==> src/rtl/adcrx_pkg.sv <==
package adcrx_pkg;

    localparam int SMP_W   = 24;
    localparam int SLOT_W  = 32;
    localparam int FRAME_W = 2 * SLOT_W;
    localparam int IDX_W   = $clog2(FRAME_W);
    localparam int POS_W   = $clog2(SLOT_W);

    typedef enum logic {
        FMT_LJ  = 1'b0,
        FMT_I2S = 1'b1
    } fmt_e;

    typedef struct packed {
        logic [SMP_W-1:0] left;
        logic [SMP_W-1:0] right;
    } lane_smp_t;

    // slot of the MSB within a half
    function automatic logic [POS_W-1:0] first_pos(fmt_e f);
        return (f == FMT_I2S) ? POS_W'(1) : POS_W'(0);
    endfunction

    // slot of the LSB within a half
    function automatic logic [POS_W-1:0] last_pos(fmt_e f);
        return first_pos(f) + POS_W'(SMP_W - 1);
    endfunction

    function automatic logic in_window(logic [POS_W-1:0] pos, fmt_e f);
        return (pos >= first_pos(f)) && (pos <= last_pos(f));
    endfunction

endpackage

==> src/rtl/adcrx_clkgen.sv <==
module adcrx_clkgen
    import adcrx_pkg::*;
#(
    parameter int BCLK_DIV = 4
) (
    input  logic             clk,
    input  logic             rst,
    output logic             bclk,
    output logic             fsync,
    output logic [IDX_W-1:0] bit_idx,
    output logic             rise_stb,
    output logic             frame_end
);

    localparam int CW   = (BCLK_DIV > 2) ? $clog2(BCLK_DIV) : 1;
    localparam int HALF = BCLK_DIV / 2;

    logic [CW-1:0]    div_q;
    logic             fall_stb;
    logic [IDX_W-1:0] idx_nxt;

    assign rise_stb  = (div_q == CW'(HALF - 1));
    assign fall_stb  = (div_q == CW'(BCLK_DIV - 1));
    assign idx_nxt   = bit_idx + IDX_W'(1);
    assign frame_end = fall_stb && (bit_idx == IDX_W'(FRAME_W - 1));

    always_ff @(posedge clk) begin
        if (rst) begin
            div_q <= '0;
        end else if (fall_stb) begin
            div_q <= '0;
        end else begin
            div_q <= div_q + CW'(1);
        end
    end

    always_ff @(posedge clk) begin
        if (rst) begin
            bclk    <= 1'b0;
            fsync   <= 1'b1;
            bit_idx <= '0;
        end else begin
            if (rise_stb) begin
                bclk <= 1'b1;
            end
            if (fall_stb) begin
                bclk    <= 1'b0;
                bit_idx <= idx_nxt;
                fsync   <= ~idx_nxt[IDX_W-1];
            end
        end
    end

endmodule

==> src/rtl/adcrx_lane.sv <==
module adcrx_lane
    import adcrx_pkg::*;
(
    input  logic      clk,
    input  logic      rst,
    input  logic      sdata,
    input  logic      cap,
    input  logic      right_half,
    output lane_smp_t smp
);

    always_ff @(posedge clk) begin
        if (rst) begin
            smp <= '0;
        end else if (cap) begin
            if (right_half) begin
                smp.right <= {smp.right[SMP_W-2:0], sdata};
            end else begin
                smp.left  <= {smp.left[SMP_W-2:0], sdata};
            end
        end
    end

endmodule

==> src/rtl/adcrx_master.sv <==
module adcrx_master
    import adcrx_pkg::*;
#(
    parameter int BCLK_DIV = 4,
    parameter int HOLDOFF  = 1024
) (
    input  logic             clk,
    input  logic             rst,
    input  logic             fmt_i2s,
    input  logic             sdata_a,
    input  logic             sdata_b,
    output logic             bclk,
    output logic             fsync,
    output logic [SMP_W-1:0] a_left,
    output logic [SMP_W-1:0] a_right,
    output logic [SMP_W-1:0] b_left,
    output logic [SMP_W-1:0] b_right,
    output logic             smp_valid
);

    localparam int LANES = 2;
    localparam int HW    = $clog2(HOLDOFF + 1);

    logic [IDX_W-1:0] bit_idx;
    logic             rise_stb;
    logic             frame_end;

    adcrx_clkgen #(.BCLK_DIV(BCLK_DIV)) u_clkgen (
        .clk       (clk),
        .rst       (rst),
        .bclk      (bclk),
        .fsync     (fsync),
        .bit_idx   (bit_idx),
        .rise_stb  (rise_stb),
        .frame_end (frame_end)
    );

    // start-up holdoff
    logic [HW-1:0] hold_cnt;
    logic          hold_done;

    assign hold_done = (hold_cnt == HW'(HOLDOFF));

    always_ff @(posedge clk) begin
        if (rst) begin
            hold_cnt <= '0;
        end else if (!hold_done) begin
            hold_cnt <= hold_cnt + HW'(1);
        end
    end

    // per-frame control, latched at the boundary
    fmt_e mode_q;
    logic armed_q;

    always_ff @(posedge clk) begin
        if (rst) begin
            mode_q  <= FMT_LJ;
            armed_q <= 1'b0;
        end else if (frame_end) begin
            mode_q  <= fmt_e'(fmt_i2s);
            armed_q <= hold_done;
        end
    end

    logic [POS_W-1:0] pos;
    logic             right_half;
    logic             cap;
    logic             last_bit;

    assign pos        = bit_idx[POS_W-1:0];
    assign right_half = bit_idx[IDX_W-1];
    assign cap        = rise_stb && armed_q && in_window(pos, mode_q);
    assign last_bit   = cap && right_half && (pos == last_pos(mode_q));

    // lane shifters
    logic [LANES-1:0] sd;
    lane_smp_t        lane_q [LANES];
    lane_smp_t        out_q  [LANES];

    assign sd = {sdata_b, sdata_a};

    for (genvar g = 0; g < LANES; g++) begin : g_lane
        adcrx_lane u_lane (
            .clk        (clk),
            .rst        (rst),
            .sdata      (sd[g]),
            .cap        (cap),
            .right_half (right_half),
            .smp        (lane_q[g])
        );
    end

    // output bank
    logic pend_q;

    always_ff @(posedge clk) begin
        if (rst) begin
            pend_q    <= 1'b0;
            smp_valid <= 1'b0;
            for (int i = 0; i < LANES; i++) begin
                out_q[i] <= '0;
            end
        end else begin
            pend_q    <= last_bit;
            smp_valid <= pend_q;
            if (pend_q) begin
                for (int i = 0; i < LANES; i++) begin
                    out_q[i] <= lane_q[i];
                end
            end
        end
    end

    assign a_left  = out_q[0].left;
    assign a_right = out_q[0].right;
    assign b_left  = out_q[1].left;
    assign b_right = out_q[1].right;

endmodule

==> config.mk <==
export PLATFORM = sky130hd
export DESIGN_NAME = adcrx_master
export DESIGN_NICKNAME = d
export VERILOG_FILES = /design/src/rtl/adcrx_pkg.sv /design/src/rtl/adcrx_clkgen.sv /design/src/rtl/adcrx_lane.sv /design/src/rtl/adcrx_master.sv
export SDC_FILE = /design/constraint.sdc
export NUM_CORES = 1
export LEC_CHECK = 0
export ABC_AREA = 1
export BUFFER_PORTS_ARGS = -buffer_cell sky130_fd_sc_hd__clkbuf_2
export CORE_ASPECT_RATIO = 0.5
export CORE_UTILIZATION = 45
export DETAILED_ROUTE_END_ITERATION = 10
export MAX_ROUTING_LAYER = met4
export PLACE_DENSITY_LB_ADDON = 0.15
export SYNTH_ARGS = -nofsm -noshare
export SYNTH_HDL_FRONTEND = slang
export SYNTH_SLANG_ARGS = --single-unit
==> constraint.sdc <==
create_clock -name clk -period 5 [get_ports clk]
set_input_delay 0.25 -clock clk [delete_from_list [all_inputs] [get_ports clk]]
set_output_delay 0.25 -clock clk [all_outputs]
set_load 0.1 [all_outputs]
==> impl_metrics.ini <==
[sta]
period_minus_slack_ps = 2920
tns_ps = 0
fin_ws_ps = 2080
rsz0062_at_grt = no
fmaxAchievable_mhz = 343
fin_crit_sh = 0.583
worst_slew_pin_slew_ps = 1160
fin_skew_ps = 9.83
hold_viol = 0
final_max_slew_viol_count = 0
holdWs_ps = 137
slew_headroom = 0.225
finalSetupViolCount = 0

[global_route]
track_usage = 0.183
antenna_found_initial = 0
first_global_vias = 6245
grt_pass1_wl_microns = 30200
grt_remaining_overflow = 0
grt_max_degree = 110

[placed_design]
dp.cells = 1408
placed_cell_area_sq_um = 9700
dp_slack_ps = 2070
io_buffers = 103
gp_routability_congestion = 0.774
hpwlAfterDp_microns = 10500

[final_layout]
final_cell_mix = 219 x nand2_1, 216 x nor2_1, 203 x inv_1, 120 x dfxtp_1, 103 x clkbuf_2
stdcell_area_sq_um = 10300
drive_gt1_frac = 0.137
final_common_cell = nand2_1
fin_cells = 1445
antenna_cells = 0
fin_nets = 1180
syn_to_final_growth_pct = 13.4

[worst_hold_path]
hold_end = hold_cnt[9]$_SDFFE_PP0N_
hold_start = rst
hold_class = in2reg
hold-path-cell-count = 2

[route]
vias = 6789
drtIter0Drc = 512
wl_microns = 18200
firstDrtPassIters = 5
ant_nets = 0
routedWlPerCell_microns = 12.6
viasPerCell = 4.70
drc_errors = 0

[clocking]
cts_buffer_depth = 3
cts_hold_buf = 1
clock_latency_ps = 490
post_cts_buffers = 0
cts_tree = yes
root_buffer = clkbuf_16
cts_resized = 0
clock-sinks = 217
cts_made_buffers = 20
htreeDepth = 1
clk_pin_slew_ps = 70

[die]
core_area_sq_um = 19600
die_w_microns = 203
core.rowCount = 36
die_area_sq_um = 20800
io_pins = 104
dieHeight_microns = 103
start_util = 0.463

[outcome]
outcome = completed

[logic_synthesis]
ys_warn_count = 0
syn_nets = 1112
ys_async_sr_fraction = 0
synth_edf_count = 96
ys_types = 25
ys_ff_latch = 217
synth-seq-area-share = 0.584
syn_inst = 1097
avgSynthCellArea_sq_um = 8.29
synth_top_flop_cell = dfxtp_1
synth_area_sq_um = 9090

[setup_path]
required_ps = 5430
rrSetupSlack_ps = 2080
cp_max_fo = 52
path_class = reg2reg
r2r-start = u_clkgen.bit_idx[5]$_SDFFE_PP0P_
r2r-end = g_lane[0].u_lane.smp[37]$_SDFFE_PP0P_
cp.arrival_ps = 3350
startpoint_type = register
rr_worst_depth = 6
end_kind = register

[job]
max-cap-violations = 0

[pwr]
vdd_drop_max_uv = 179
cellLeakagePower_uw = 0.00438
power_density_nw_per_um2 = 363
worst max-delay path by stage:
stage | from | endpoint | depth (start not counted)
finish | u_clkgen.bit_idx[5]$_SDFFE_PP0P_ | g_lane[0].u_lane.smp[37]$_SDFFE_PP0P_ | 6
detailed placement | mode_q$_SDFFE_PP0P_ | g_lane[0].u_lane.smp[16]$_SDFFE_PP0P_ | 10
global route | mode_q$_SDFFE_PP0P_ | g_lane[1].u_lane.smp[9]$_SDFFE_PP0P_ | 11
global placement | u_clkgen.bit_idx[5]$_SDFFE_PP0P_ | g_lane[0].u_lane.smp[35]$_SDFFE_PP0P_ | 6
floorplan | rst | out_q[0][0]$_SDFFCE_PN0P_ | 5
CTS | mode_q$_SDFFE_PP0P_ | g_lane[0].u_lane.smp[16]$_SDFFE_PP0P_ | 10
metal layers:
layer,share of wire,wire length (microns),track usage,up-vias
met5,0,0,-,-
met1,0.51,9250,0.255,3120
met4,0.019,342,0.0440,0
li1,-,-,-,3521
met3,0.045,827,0.0303,27
met2,0.43,7810,0.279,121
worst max-delay path: stages (launching register included):
cell and delay (ps):
dfxtp_2 310, buf_4 300, inv_2 740, nand3_2 1010, nand2_1 270, inv_1 70
nor2_1 100
report_power, final:
group | switching, uW | internal (uW) | leakage [uW]
clock | 637 | 794 | 0.000292
combinational | 358 | 46.0 | 0.00217
sequential | 17.4 | 1890 | 0.00192
total | 1010 | 2730 | 0.00438
synthesized netlist by cell type (all sizes together), types with 9 or more instances:
master	number	area, sq um
clkbuf	25	93.8
inv	221	830
nor2	217	817
ha	10	125
nand3	12	70.1
o21ai	9	45.0
dfxtp	121	2420
nand4	100	626
edfxtp	96	2880
a21oi	14	70.1
nand2	222	838
buf	39	211
through the flow:
stage	power (uW)	utilization
floorplan	2290	-
global placement	2350	0.494
detailed placement	2350	0.494
CTS	3780	0.525
global route	3870	0.525
finish	3740	0.525
area by class of cell:
class / instances / area, sq um
fillers: 1884 / 9330
multi-input cells: 593 / 2660
clock buffers: 32 / 577
well taps: 266 / 333
inverters: 223 / 842
flip-flops and latches: 217 / 5310
clock inverters: 4 / 22.5
repair buffers: 110 / 571
cell families (layout without fill, tap and decap cells):
family                   Yosys count  after routing  share of synthesized area
flip-flops                       217            217                      0.584
buffers and inverters            287            369                      0.126
AND/OR/NAND/NOR                  558            558                      0.263
AO/OA/AOI/OAI                     25             25                     0.0142
adder cells (fa/ha/maj)           10             10                     0.0138
sequential cells by signal, indices dropped and copies added (netlist names), 2 cells and up:
register / cells
g_lane.u_lane.smp: 96
hold_cnt: 11
u_clkgen.bit_idx: 6
u_clkgen.div_q: 2
out_q: 96
Note: power is estimated with default switching activity, not from simulation.
